`src/rtl/serial_rx_pkg.sv`:
```
package serial_rx_pkg;
  typedef enum logic [2:0] {
    ST_IDLE, ST_START, ST_DATA, ST_PAR, ST_STOP, ST_WAITHI
  } rxState_t;

  typedef struct packed {
    logic clear;
    logic shiftBit;
    logic capPar;
    logic capStop;
    logic push;
  } rxStrobe_t;

  typedef struct packed {
    logic [8:0] data;
    logic       frameErr;
    logic       parErr;
  } rxWord_t;

  localparam logic [1:0] FMT_8N = 2'b00;
  localparam logic [1:0] FMT_8E = 2'b01;
  localparam logic [1:0] FMT_8O = 2'b10;
  localparam logic [1:0] FMT_9N = 2'b11;
endpackage

```
`src/rtl/rx_ctrl.sv`:
```
module rx_ctrl
  import serial_rx_pkg::*;
#(
  parameter int DIV_W   = 16,
  parameter int OS_RATE = 16
) (
  input  logic             clk,
  input  logic             rstN,
  input  logic [DIV_W-1:0] baudDiv,
  input  logic [1:0]       fmtSel,
  input  logic             twoStop,
  input  logic             lineSync,
  output rxStrobe_t        strb,
  output logic             rxIdle
);
  localparam int OS_W = $clog2(OS_RATE);
  localparam logic [OS_W-1:0] MID  = OS_W'(OS_RATE / 2 - 1);
  localparam logic [OS_W-1:0] LAST = OS_W'(OS_RATE - 1);

  logic [DIV_W-1:0] divCnt;
  logic             tick;
  rxState_t         st, stNext;
  logic [OS_W-1:0]  osCnt, osNext;
  logic [3:0]       bitCnt, bitNext;
  logic             stopCnt, stopNext;
  logic [3:0]       lastBit;
  logic             hasPar;

  assign tick    = (divCnt == baudDiv);
  assign lastBit = (fmtSel == FMT_9N) ? 4'd8 : 4'd7;
  assign hasPar  = (fmtSel == FMT_8E) || (fmtSel == FMT_8O);
  assign rxIdle  = (st == ST_IDLE) || (st == ST_WAITHI);

  always_ff @(posedge clk or negedge rstN) begin
    if (!rstN) divCnt <= '0;
    else if (tick) divCnt <= '0;
    else divCnt <= divCnt + 1'b1;
  end

  always_comb begin
    stNext   = st;
    osNext   = osCnt;
    bitNext  = bitCnt;
    stopNext = stopCnt;
    strb     = '0;
    case (st)
      ST_IDLE: if (tick && !lineSync) begin
        stNext = ST_START;
        osNext = '0;
      end
      ST_START: if (tick) begin
        if (osCnt == MID) begin
          osNext = '0;
          if (!lineSync) begin
            stNext     = ST_DATA;
            strb.clear = 1'b1;
            bitNext    = '0;
          end else begin
            stNext = ST_IDLE;
          end
        end else osNext = osCnt + 1'b1;
      end
      ST_DATA: if (tick) begin
        if (osCnt == LAST) begin
          strb.shiftBit = 1'b1;
          osNext        = '0;
          bitNext       = bitCnt + 1'b1;
          if (bitCnt == lastBit) begin
            stNext   = hasPar ? ST_PAR : ST_STOP;
            stopNext = 1'b0;
          end
        end else osNext = osCnt + 1'b1;
      end
      ST_PAR: if (tick) begin
        if (osCnt == LAST) begin
          strb.capPar = 1'b1;
          osNext      = '0;
          stNext      = ST_STOP;
          stopNext    = 1'b0;
        end else osNext = osCnt + 1'b1;
      end
      ST_STOP: if (tick) begin
        if (osCnt == LAST) begin
          strb.capStop = 1'b1;
          osNext       = '0;
          if (stopCnt == twoStop) begin
            strb.push = 1'b1;
            stNext    = ST_WAITHI;
          end else stopNext = 1'b1;
        end else osNext = osCnt + 1'b1;
      end
      ST_WAITHI: if (lineSync) stNext = ST_IDLE;
      default: stNext = ST_IDLE;
    endcase
  end

  always_ff @(posedge clk or negedge rstN) begin
    if (!rstN) begin
      st      <= ST_IDLE;
      osCnt   <= '0;
      bitCnt  <= '0;
      stopCnt <= 1'b0;
    end else begin
      st      <= stNext;
      osCnt   <= osNext;
      bitCnt  <= bitNext;
      stopCnt <= stopNext;
    end
  end
endmodule

```
`src/rtl/rx_datapath.sv`:
```
module rx_datapath
  import serial_rx_pkg::*;
#(
  parameter int DEPTH      = 4,
  parameter int DEEP_LEVEL = 3,
  localparam int CNT_W     = $clog2(DEPTH + 1)
) (
  input  logic             clk,
  input  logic             rstN,
  input  logic             rxPin,
  input  logic             txLine,
  input  logic             loopEn,
  input  logic [1:0]       fmtSel,
  input  logic             addrDetEn,
  input  logic             irqDeep,
  input  rxStrobe_t        strb,
  input  logic             popReq,
  output logic             lineSync,
  output logic [8:0]       popData,
  output logic             popFramErr,
  output logic             popParErr,
  output logic             dataAvail,
  output logic [CNT_W-1:0] fifoCount,
  output logic             overrun,
  output logic             irqPulse
);
  localparam int PTR_W = (DEPTH > 1) ? $clog2(DEPTH) : 1;

  logic [1:0]       syncQ;
  logic [8:0]       shiftReg;
  logic             parBit, ferrAcc;
  rxWord_t          mem [DEPTH];
  logic [PTR_W-1:0] wrPtr, rdPtr;
  logic [CNT_W-1:0] newCount;
  logic             full, doPush, doPop, addrHit;
  rxWord_t          newWord;

  function automatic logic [PTR_W-1:0] bump(input logic [PTR_W-1:0] p);
    return (p == PTR_W'(DEPTH - 1)) ? '0 : p + 1'b1;
  endfunction

  // receive source mux ahead of the synchronizer
  always_ff @(posedge clk or negedge rstN) begin
    if (!rstN) syncQ <= 2'b11;
    else syncQ <= {syncQ[0], loopEn ? txLine : rxPin};
  end
  assign lineSync = syncQ[1];

  always_ff @(posedge clk or negedge rstN) begin
    if (!rstN) begin
      shiftReg <= '0;
      parBit   <= 1'b0;
      ferrAcc  <= 1'b0;
    end else begin
      if (strb.clear) begin
        shiftReg <= '0;
        parBit   <= 1'b0;
        ferrAcc  <= 1'b0;
      end
      if (strb.shiftBit) shiftReg <= {lineSync, shiftReg[8:1]};
      if (strb.capPar)   parBit   <= lineSync;
      if (strb.capStop)  ferrAcc  <= ferrAcc | !lineSync;
    end
  end

  always_comb begin
    newWord.data     = (fmtSel == FMT_9N) ? shiftReg : {1'b0, shiftReg[8:1]};
    newWord.frameErr = ferrAcc | !lineSync;
    case (fmtSel)
      FMT_8E:  newWord.parErr = ^newWord.data[7:0] ^ parBit;
      FMT_8O:  newWord.parErr = ~(^newWord.data[7:0] ^ parBit);
      default: newWord.parErr = 1'b0;
    endcase
  end

  assign doPop    = popReq && (fifoCount != '0);
  assign full     = (fifoCount == CNT_W'(DEPTH)) && !doPop;
  assign doPush   = strb.push && !full;
  assign addrHit  = addrDetEn && (fmtSel == FMT_9N) && newWord.data[8];
  assign newCount = fifoCount + CNT_W'(doPush) - CNT_W'(doPop);

  always_ff @(posedge clk or negedge rstN) begin
    if (!rstN) begin
      for (int i = 0; i < DEPTH; i++) mem[i] <= '0;
      wrPtr     <= '0;
      rdPtr     <= '0;
      fifoCount <= '0;
      overrun   <= 1'b0;
      irqPulse  <= 1'b0;
    end else begin
      if (doPush) begin
        mem[wrPtr] <= newWord;
        wrPtr      <= bump(wrPtr);
      end
      if (doPop) rdPtr <= bump(rdPtr);
      fifoCount <= newCount;
      if (strb.push && full) overrun <= 1'b1;
      irqPulse <= doPush && (addrHit || !irqDeep || (newCount >= CNT_W'(DEEP_LEVEL)));
    end
  end

  assign popData    = mem[rdPtr].data;
  assign popFramErr = mem[rdPtr].frameErr;
  assign popParErr  = mem[rdPtr].parErr;
  assign dataAvail  = (fifoCount != '0);
endmodule

```
`src/rtl/serial_rx.sv`:
```
module serial_rx
  import serial_rx_pkg::*;
#(
  parameter int DIV_W      = 16,
  parameter int OS_RATE    = 16,
  parameter int FIFO_DEPTH = 4,
  parameter int DEEP_LEVEL = 3
) (
  input  logic                            clk,
  input  logic                            rstN,
  input  logic                            rxPin,
  input  logic                            txLine,
  input  logic                            loopEn,
  input  logic [1:0]                      fmtSel,
  input  logic                            twoStop,
  input  logic                            addrDetEn,
  input  logic                            irqDeep,
  input  logic [DIV_W-1:0]                baudDiv,
  input  logic                            popReq,
  output logic [8:0]                      popData,
  output logic                            popFramErr,
  output logic                            popParErr,
  output logic                            dataAvail,
  output logic [$clog2(FIFO_DEPTH+1)-1:0] fifoCount,
  output logic                            overrun,
  output logic                            rxIdle,
  output logic                            irqPulse
);
  rxStrobe_t strb;
  logic      lineSync;

  rx_ctrl #(.DIV_W(DIV_W), .OS_RATE(OS_RATE)) u_ctrl (
    .clk(clk), .rstN(rstN), .baudDiv(baudDiv), .fmtSel(fmtSel),
    .twoStop(twoStop), .lineSync(lineSync), .strb(strb), .rxIdle(rxIdle)
  );

  rx_datapath #(.DEPTH(FIFO_DEPTH), .DEEP_LEVEL(DEEP_LEVEL)) u_dp (
    .clk(clk), .rstN(rstN), .rxPin(rxPin), .txLine(txLine), .loopEn(loopEn),
    .fmtSel(fmtSel), .addrDetEn(addrDetEn), .irqDeep(irqDeep), .strb(strb),
    .popReq(popReq), .lineSync(lineSync), .popData(popData),
    .popFramErr(popFramErr), .popParErr(popParErr), .dataAvail(dataAvail),
    .fifoCount(fifoCount), .overrun(overrun), .irqPulse(irqPulse)
  );
endmodule

```
`config.mk`:
```
export PLATFORM = sky130hd
export DESIGN_NAME = serial_rx
export DESIGN_NICKNAME = d
export VERILOG_FILES = /design/src/rtl/serial_rx_pkg.sv /design/src/rtl/rx_ctrl.sv /design/src/rtl/rx_datapath.sv /design/src/rtl/serial_rx.sv
export SDC_FILE = /design/constraint.sdc
export NUM_CORES = 1
export LEC_CHECK = 0
export ABC_AREA = 1
export BUFFER_PORTS_ARGS = -buffer_cell sky130_fd_sc_hd__buf_4
export CORE_UTILIZATION = 50
export CTS_BUF_LIST = sky130_fd_sc_hd__clkbuf_16
export DETAILED_ROUTE_END_ITERATION = 12
export GPL_ROUTABILITY_DRIVEN = 0
export MAX_ROUTING_LAYER = met4
export PLACE_DENSITY = 0.69
export SLEW_MARGIN = 5
export SYNTH_ARGS = -nofsm -noshare
export SYNTH_HDL_FRONTEND = slang
export SYNTH_SLANG_ARGS = --single-unit
```
`constraint.sdc`:
```
create_clock -name clk -period 3.5 [get_ports clk]
set_clock_uncertainty 0.1 [all_clocks]
set_input_delay 0.35 -clock clk [delete_from_list [all_inputs] [get_ports clk]]
set_output_delay 0.35 -clock clk [all_outputs]
set_load 0.1 [all_outputs]
```
**Yosys cells after proc, flatten, opt, wreduce, memory -nomap -nowiden**

Index checks and enable logic that the tools add are counted.

- Output and inout port bits: 18
- Register bits: 94
- Input port bits: 27

- Magnitude comparators: 4
- Muxes and demuxes: 66
- Add/sub/neg operators: 7
- Reduce and logical (&&, ||, !) cells: 31
- Bitwise logic cells: 5
- Eq/ne operators: 31

Operators by type and width:

| kind | count |
|---|---|
| bitwise mux 44 bit | 1 |
| 2-to-1 mux 4 bit | 11 |
| 2-to-1 mux 3 bit | 13 |
| 2-to-1 mux 11 bit | 3 |
| 2-to-1 mux 9 bit | 3 |
| inequality test 2 x 1 -> 1 bit (second input constant) | 12 |
| binary-select mux 11 bit (select 2 bit) | 1 |
| demux 11 bit (select 2 bit) | 1 |
| 2-to-1 mux 1 bit | 21 |
| case mux 3 bit (6 select lines) | 1 |
| adder 16 x 1 -> 16 bit (second input constant) | 1 |
| == test 16 bit | 1 |
| 2-to-1 mux 16 bit | 1 |
| 2-to-1 mux 2 bit | 6 |
| case mux 4 bit (3 select lines) | 1 |
| AND reduction 12 bit | 1 |
| == test 3 bit (second input constant) | 3 |
| logical AND 1 bit | 9 |
| AND reduction 9 bit | 1 |
| nonzero test 3 bit | 3 |
| adder 4 x 1 -> 4 bit (second input constant) | 2 |
| == test 2 bit (second input constant) | 4 |
| case mux 4 bit (2 select lines) | 1 |
| nonzero test 2 bit | 4 |
| other kinds (27) | 39 |

**Depth between registers and ports, before layout**

Gate-level depths: netlist of the first run.

- Depth in word-level cells: 11
- Mapped depth: 16
- Gate-level depth less buffers: 16

**By module**

A second synthesis of the first run with hierarchy kept.

- Cells, all modules: 708
- Area total of the unflattened synthesis: 5,308.8 um^2

Modules (own cells, without submodules):

| module | cells each | sequential area each (um^2) | times used | area an instance (um^2) |
|---|---|---|---|---|
| rx_datapath | 399 | 1,654.1 | 1 | 3,268.1 |
| rx_ctrl | 309 | 700.7 | 1 | 2,040.7 |

**Least setup slack after synthesis of the first run**

No wires, ideal clock.

- Kind: register to output
- Start: reg u_ctrl.st[0]
- End: out rxIdle
- Required time: 3.050 ns
- Setup slack: 0.323 ns
- Arrival: 2.727 ns
- Cell stages (with the launch flop): 4
- Cell sequence: dfrtp_1 > nor2_1 > inv_1 > o21ai_0

- Word-level cells in the longest chain between the ends: 2
- Elaborated cells on any way between the ends: 3
- Classes of those cells: eq/ne: 1; reduce/logical: 2

Ends and longest elaborated chain:

| what | line | source |
|---|---|---|
| start: declaration | rx_ctrl.sv:22 | `rxState_t st, stNext;` |
| start signal: assignment | rx_ctrl.sv:104 | `st <= stNext;` |
| == test 3 bit / zero test 3 bit (equally long branches) | rx_ctrl.sv:32 | `assign rxIdle = (st == ST_IDLE) \|\| (st == ST_WAITHI);` |
| logical OR 1 bit * | rx_ctrl.sv:32 |  |
| end: declaration | serial_rx.sv:26 | `output logic rxIdle,` |

Every way passes the cells marked *; elsewhere a longest branch is shown, timed or not.

**Final worst setup path of the first run**

- Start: reg u_ctrl.divCnt[7]
- End: reg u_dp.irqPulse

- Word-level cells in the longest chain between the ends: 9

Ends and longest elaborated chain:

| what | line | source |
|---|---|---|
| start: declaration | rx_ctrl.sv:20 | `logic [DIV_W-1:0] divCnt;` |
| start signal: assignment | rx_ctrl.sv:37 | `else divCnt <= divCnt + 1'b1;` |
| == test 16 bit | rx_ctrl.sv:29 | `assign tick = (divCnt == baudDiv);` |
| 2-to-1 mux 2 bit | rx_ctrl.sv:82 | `ST_STOP: if (tick) begin` |
| 2-to-1 mux 2 bit | rx_ctrl.sv:46 | `case (st)` |
| logical AND 1 bit | rx_datapath.sv:78 | `assign doPush = strb.push && !full;` |
| named net u_dp.doPush | rx_datapath.sv:35 | `logic full, doPush, doPop, addrHit;` |
| adder 3 x 1 -> 3 bit | rx_datapath.sv:80 | `assign newCount = fifoCount + CNT_W'(doPush) - CNT_W'(doPop);` |
| subtractor 3 x 1 -> 3 bit | rx_datapath.sv:80 |  |
| named net u_dp.newCount[2] | rx_datapath.sv:34 | `logic [CNT_W-1:0] newCount;` |
| >= comparator 3 x 2 -> 1 bit | rx_datapath.sv:98 | `irqPulse <= doPush && (addrHit \|\| !irqDeep \|\| (newCount >= CNT_W'(DEEP_LEVEL)));` |
| logical OR 1 bit | rx_datapath.sv:98 |  |
| logical AND 1 bit | rx_datapath.sv:98 |  |
| end signal: assignment | rx_datapath.sv:98 |  |
| end: declaration | rx_datapath.sv:25 | `output logic irqPulse` |

The timed path passes the listed nets, and every way through them passes these cells.
A chain may end at the register's enable or synchronous reset.

==> results.json, run 1 <==
{
  "run_status": "finished with violations",
  "violations": "negative hold slack",
  "yosys_warnings": 0,
  "post_synth_instance_area_sq_um": 5290,
  "ys_ff_latch": 94,
  "setup_viol": 0,
  "count_of_cell_types_in_the_netlist": 37,
  "synth_largest_type_area_fraction_pct": 43.6,
  "worstSetupPathType": "flip-flop to flip-flop",
  "grt_remaining_overflow": 0,
  "start_util_pct": 51.4,
  "average_cell_area_after_synthesis_sq_um": 7.36,
  "drv_cap": 0,
  "clock_sink_count": 94,
  "share_of_cells_above_drive_strength_1_pct": 12.1,
  "cts_root_buffer": "clkbuf_16",
  "cts.htree.levels": 3,
  "standby_leakage_power_nw": 3.17,
  "route.met3.wl_microns": 444,
  "placement.io_buffers": 44,
  "grt_max_degree": 61,
  "top_level_ports": 45,
  "design.final.nets": 797,
  "drt_pre_antenna_iters": 5,
  "die_x_microns": 105,
  "worst_ir_drop_vdd_mv": 0.595,
  "startpoint_type": "flip-flop",
  "post-route-drc-count": 0,
  "antenna_found_initial": 0,
  "timing.final.crit_share_pct": 77.1,
  "clkTransAtPathRegs_ps": 70,
  "vias_per_cell": 5.16,
  "synth_sequential_area_ratio_pct": 44.5,
  "top_layer": "met4",
  "synthFlopType": "dfrtp_1",
  "met1_length_microns": 5850,
  "setup_repair_after_global_routing_missed_its_margin": "false",
  "die_height_microns": 105,
  "critical_path.max_fanout": 5,
  "all_layer_gr_usage_pct": 23.4,
  "synth_async_sr_flop_share_pct": 100,
  "insertedDiodeCount": 0,
  "route.met2.wl_microns": 5230,
  "maxClockFrequency_mhz": 371,
  "first_iter_violations": 282,
  "holdCritPathClass": "primary input to asynchronous set/reset pin",
  "clock_insertion_delay_worst_skew_ps": 350,
  "routed_wl_microns": 11700,
  "hold_buffers": 0,
  "fp.dieArea_sq_um": 11000,
  "worst_slew_pin_slew_ps": 759,
  "final.fill_count": 984,
  "report.final.slew_viol_count": 0,
  "cts_setup_buffers": 0,
  "power-per-cell-area_nw_per_um2": 640,
  "syn_nets": 759,
  "clock_path_buffers": 2,
  "postSynthCellCount": 718,
  "detailedPlacementHpwl_microns": 8270,
  "final.hold.worst_slack_ps": -22.8,
  "antenna_violating_nets_post_route": 0,
  "placeableCoreArea_sq_um": 10300,
  "synth_enable_flop_cells": 0,
  "grt_first_pass_wirelength_microns": 20100,
  "layout_min_cycle_time_ps": 2700,
  "required_ps": 3620,
  "syn_to_final_growth_pct": 13.4,
  "cts_made_buffers": 9,
  "arrival_ps": 2820,
  "post_cts_resized": 0,
  "tritoncts": "yes",
  "placementRows": 37,
  "vias": 4627,
  "post-synth-top-area-cell": "dfrtp_1",
  "avgRoutedWirePerCell_microns": 13.0,
  "crit_path_end_kind": "flip-flop",
  "first_global_vias": 4453,
  "final.setup.tns_ps": 0,
  "synth_area_leaders": "dfrtp_1, nand2_1, inv_1, nor2_1, o21ai_0",
  "relSlewSlack_pct": 49.4,
  "timing.final.hold_violations": 50
}
synthesized netlist by cell type (2+ instances only):
cell,number
dfrtp_1,92
o21ai_2,5
nand2_1,240
nand3_2,4
clkbuf_1,9
o211ai_1,2
inv_1,77
o21ai_0,52
ha_1,13
a21oi_1,11
o21ai_1,35
nor2_2,2
dfstp_2,2
buf_6,9
o22ai_1,22
inv_2,7
nand4_1,4
xor2_1,4
nand3_1,28
nor3_1,8
nor2_1,72
buf_2,3
nand2_2,2
a31oi_1,2
final timing paths:
check / start / end / slack (ps) / cells after the start
worst min register to register: u_dp.syncQ[0] / u_dp.syncQ[1] / 260 / 0
worst max register to register: u_ctrl.divCnt[7] / u_dp.irqPulse / 800 / 16
min in group clk: irqDeep / u_dp.irqPulse / 80 / 2
max in group asynchronous: rstN / u_dp.mem[40] / 2560 / 2
worst min-delay path: rstN / u_ctrl.divCnt[2] / -20 / 1
worst max-delay path: u_ctrl.divCnt[7] / u_dp.irqPulse / 800 / 16
layout make-up:
type	instances	area, sq um	area share [%]
clock inverters	7	101	1.69
inverters	84	315	5.26
multi-input cells	519	2470	41.1
repair buffers	48	360	6.01
flip-flops and latches	94	2350	39.3
well taps	136	170	2.84
clock buffers	9	225	3.76
state kept, by name, indices dropped and copies added, names as in the netlist:
name and flops:
u_ctrl.bitCnt 4, u_ctrl.divCnt 16, u_ctrl.osCnt 4, u_ctrl.st 3, u_ctrl.stopCnt 1, u_dp.ferrAcc 1, u_dp.fifoCount 3, u_dp.irqPulse 1
u_dp.mem 44, u_dp.overrun 1, u_dp.parBit 1, u_dp.rdPtr 2, u_dp.shiftReg 9, u_dp.syncQ 2, u_dp.wrPtr 2
report_power, final:
part           total, mW  internal, mW  switching, mW
combinational       1.54         0.338           1.20
clock               1.07         0.635          0.439
sequential          1.22          1.14         0.0774
total               3.83          2.12           1.72
worst max-delay path, cell delays in order, from the launching register on:
cell and delay (ps):
dfrtp_1 420, inv_2 70, nand2_1 60, nand2_1 50, nor2_1 100, nand2_1 100
nor2_2 160, nand3_1 130, inv_1 160, nand4_1 120, inv_1 120, ha_1 150
inv_1 50, fa_1 370, xor2_1 190, a21oi_1 160, a31oi_1 100
kinds of logic after synthesis:
| kind of cell | count (synthesis) | synth area share (%) |
|---|---|---|
| fa+ha+maj | 14 | 3.46 |
| buf+inv | 105 | 8.80 |
| simple gates | 366 | 28.3 |
| flops | 94 | 44.5 |
| mux | 1 | 0.213 |
| compound gates | 133 | 13.9 |
| xor+xnor | 5 | 0.828 |
stage by stage:
stage	util [%]	setup slack, ps	cells	cell area, sq um	total power [mW]
final	58.3	801	897	5990	3.83
after global routing	58.3	470	897	5990	4.01
after CTS	58.3	802	897	5990	3.86
after detailed placement	55.1	786	881	5670	2.78
after global placement	55.1	839	881	5670	2.76
after floorplan	-	323	718	5290	2.43
routing by layer:
metal	track usage [%]	vias up
li1	-	2376
met1	31.2	2143
met2	37.5	97
met3	3.81	11
met4	5.84	0
met5	-	-
cells in the final DEF, fill, tap and decap left out, types with 9 or more instances in the layout:
master       n
a21oi_1     11
o22ai_1     22
inv_1       77
dfrtp_1     92
clkbuf_16    9
nand2_1    240
o21ai_1     35
ha_1        13
o21ai_0     52
buf_4       48
nand3_1     28
nor2_1      72
(Power assumes the default switching activity.)
==> run 2, diff against run 1 <==
- ABC_AREA: 1 -> 0
- clock period: 3.5 -> 2.7 ns (I/O delays scaled with it)
==> run 2 against run 1 <==
Against the previous run:
- the flow finishes with violations (negative setup slack)
- maximum frequency decreased by 3.7%
- total power increased by 2.3%
- first-iteration DRC count decreased by 46%
- worst hold slack improved by 96 ps
- non-clock buffer count increased by 30
- die area decreased by 9.0%
- via count decreased by 23%
- synthesized cell count decreased by 36%
- flip-flop and latch count unchanged
- combinational power decreased by 29%
- area after synthesis decreased by 9.2%
- largest cell class is now flip-flops and latches
- critical path type unchanged
- global-route usage decreased by 1.3 points
==> results.json, run 2 <==
{
  "top_level_ports": 45,
  "layout_top_registers": "u_dp.mem: 44 flops, u_ctrl.divCnt: 16 flops, u_dp.shiftReg: 9 flops",
  "pwr-share-clk_pct": 30.7,
  "drv_cap": 0,
  "detailedPlacementHpwl_microns": 6970,
  "holdCritPathClass": "primary input to flip-flop",
  "power_switching_mw": 1.34,
  "worst_slew_pin_slew_ps": 654,
  "placeableCoreArea_sq_um": 9280,
  "synth_commonest_cells": "dfrtp_1, nor2_1, a21oi_1",
  "final.setup.tns_ps": -160,
  "count_of_cell_types_in_the_netlist": 52,
  "avgRoutedWirePerCell_microns": 15.2,
  "report.final.slew_viol_count": 0,
  "placementRows": 35,
  "first_global_vias": 3549,
  "critical_path.max_fanout": 2,
  "syn_to_final_growth_pct": 21.1,
  "synth_area_leaders": "dfrtp_1, xnor2_1, nor2_1, mux4_2, a21oi_1",
  "clock_insertion_delay_worst_skew_ps": 340,
  "grt_max_degree": 50,
  "antenna_found_initial": 0,
  "start_util_pct": 51.7,
  "min_path_cells": 2,
  "arrival_ps": 2930,
  "synth_async_sr_flop_share_pct": 100,
  "synth-xor-area-share_pct": 7.84,
  "cellInternalPower_mw": 2.59,
  "layout_min_cycle_time_ps": 2800,
  "largest_register_ffs": 44,
  "synth_fa_ha_area_share_pct": 3.80,
  "routed_wl_microns": 9980,
  "drt_pre_antenna_iters": 4,
  "antenna_violating_nets_post_route": 0,
  "postLayoutSetupSlackWorst_ps": -103,
  "worstSetupPathType": "flip-flop to flip-flop",
  "grt_remaining_overflow": 0,
  "insertedDiodeCount": 0,
  "timing.final.crit_share_pct": 104,
  "crit_path_end_kind": "flip-flop",
  "most-common-layout-cells": "dfrtp_1, buf_4, nor2_1",
  "startpoint_type": "flip-flop",
  "setup_repair_after_global_routing_missed_its_margin": "true",
  "all_layer_gr_usage_pct": 22.1,
  "preCtsSetupSlack_ps": -95.7,
  "mostFrequentLayoutCell": "dfrtp_1",
  "max_flop_register": "u_dp.mem",
  "setup_viol": 2,
  "power-per-cell-area_nw_per_um2": 675,
  "simple_logic_cell_fraction_of_the_synthesized_area_pct": 14.9,
  "syn_nets": 497,
  "die_x_microns": 100,
  "placement.io_buffers": 44,
  "worst_ir_drop_vdd_mv": 1.00,
  "synthFlopType": "dfrtp_1",
  "clock_path_buffers": 2,
  "reg2regPathDepth": 12,
  "first_iter_violations": 151,
  "synth_largest_type_area_fraction_pct": 47.9,
  "standby_leakage_power_nw": 2.71,
  "post-synth-top-area-cell": "dfrtp_1",
  "compound_cell_area_share_of_the_yosys_netlist_pct": 11.2,
  "postSynthCellCount": 456,
  "tritoncts": "yes",
  "violations": "negative setup slack",
  "synth_top_family_by_area": "simple AND/OR/NAND/NOR gates",
  "post-route-drc-count": 0,
  "cts_made_buffers": 9,
  "final.hold.worst_slack_ps": 73.7,
  "share_of_cells_above_drive_strength_1_pct": 25.3,
  "netSwitchingFraction_pct": 34.0,
  "design.final.nets": 562,
  "post_synth_instance_area_sq_um": 4800,
  "post_dp_cell_area_sq_um": 5500,
  "timing.final.hold_violations": 0,
  "die_height_microns": 100,
  "cts_root_buffer": "clkbuf_16",
  "vias": 3575,
  "synth_most_common_cell": "dfrtp_1",
  "power_frac_seq_pct": 41.4,
  "fp.dieArea_sq_um": 10000,
  "relSlewSlack_pct": 56.4,
  "vias_per_cell": 5.46,
  "maxClockFrequency_mhz": 357,
  "synth.mux.area_fraction_pct": 10.2,
  "synth_enable_flop_cells": 0,
  "clkTransAtPathRegs_ps": 70,
  "average_cell_area_after_synthesis_sq_um": 10.5,
  "ys_ff_latch": 94,
  "clock_sink_count": 94,
  "grt_first_pass_wirelength_microns": 16800,
  "run_status": "finished with violations",
  "fin_area_sq_um": 5820,
  "cts.htree.levels": 3,
  "synth_sequential_area_ratio_pct": 49.0,
  "yosys_warnings": 0,
  "post-layout-total-power_mw": 3.92,
  "required_ps": 2820,
  "comb_power_share_pct": 27.9
}
==> run 2: changes by cell type in the layout (fill, tap and decap cells not counted), moves of 28 or more <==
cell	before	now
nand2_1	240	23
inv_1	77	10
o21ai_0	52	11
o21ai_1	35	0
a21oi_1	11	44
buf_4	48	76
xnor2_1	1	29
==> run 2: area by class of cell <==
cell class	count	area, sq um
repair buffers	78	601
clock inverters	7	58.8
inverters	13	48.8
multi-input cells	325	2360
well taps	129	161
flip-flops and latches	94	2360
fillers	770	3470
clock buffers	9	225
==> run 2: per-stage QoR <==
stage / util (%) / instances
after floorplan: - / 456
after global placement: 59.2 / 636
after detailed placement: 59.2 / 636
after CTS: 62.4 / 653
after global routing: 62.6 / 655
final: 62.6 / 655
==> run 2: power by group through the flow <==
stage / clock network, mW / logic [mW] / registers (mW)
2_1_floorplan: 0 / 0.586 / 1.79
3_3_place_gp: 0 / 1.01 / 1.64
3_5_place_dp: 0 / 1.03 / 1.65
4_1_cts: 1.23 / 1.04 / 1.62
5_1_grt: 1.28 / 1.18 / 1.63
6_report: 1.20 / 1.10 / 1.62
==> run 2: logic make-up (layout without fill, tap and decap cells) <==
logic type / after synthesis / count (layout)
buffers and inverters: 37 / 107
AND/OR/NAND/NOR: 147 / 147
AO/OA/AOI/OAI: 87 / 87
multiplexers: 34 / 34
adder cells (fa/ha/maj): 14 / 14
XOR/XNOR: 43 / 43
flip-flops: 94 / 94
==> run 2: final timing paths <==
| kind | start | endpoint | slack [ps] |
|---|---|---|---|
| min | txLine | u_dp.syncQ[0] | 70 |
| max reg2reg | u_ctrl.divCnt[2] | u_dp.irqPulse | -100 |
| min in group asynchronous | rstN | u_dp.rdPtr[1] | 400 |
| max | u_ctrl.divCnt[2] | u_dp.irqPulse | -100 |
| min reg2reg | u_dp.syncQ[0] | u_dp.syncQ[1] | 270 |
| max in group asynchronous | rstN | u_ctrl.divCnt[11] | 1420 |
==> run 2: repair_timing <==
item                       CTS  global route
hold endpoints to repair    46             0
pin swaps                    1             9
hold buffers                 1             0
setup buffers                0             2
cloned                       0             0
resized for setup            0             3
setup endpoints to repair    1            14
==> run 2: critical path: stages, from the launching register on <==
cell	delay [ps]
dfrtp_1	390
xnor2_1	210
nand4_1	200
nor4_4	400
nand2_2	140
nor3_4	220
ha_4	160
inv_2	30
fa_2	350
xnor2_2	160
xnor2_2	150
a21oi_2	100
a21boi_1	70
==> run 2: metal layers <==
layer | track usage, % | part of all wire [%] | vias to the layer above
li1 | - | - | 1730
met1 | 29.5 | 47 | 1764
met2 | 35.2 | 49 | 70
met3 | 2.72 | 2.7 | 11
met4 | 7.69 | 1.2 | 0
met5 | - | 0 | -
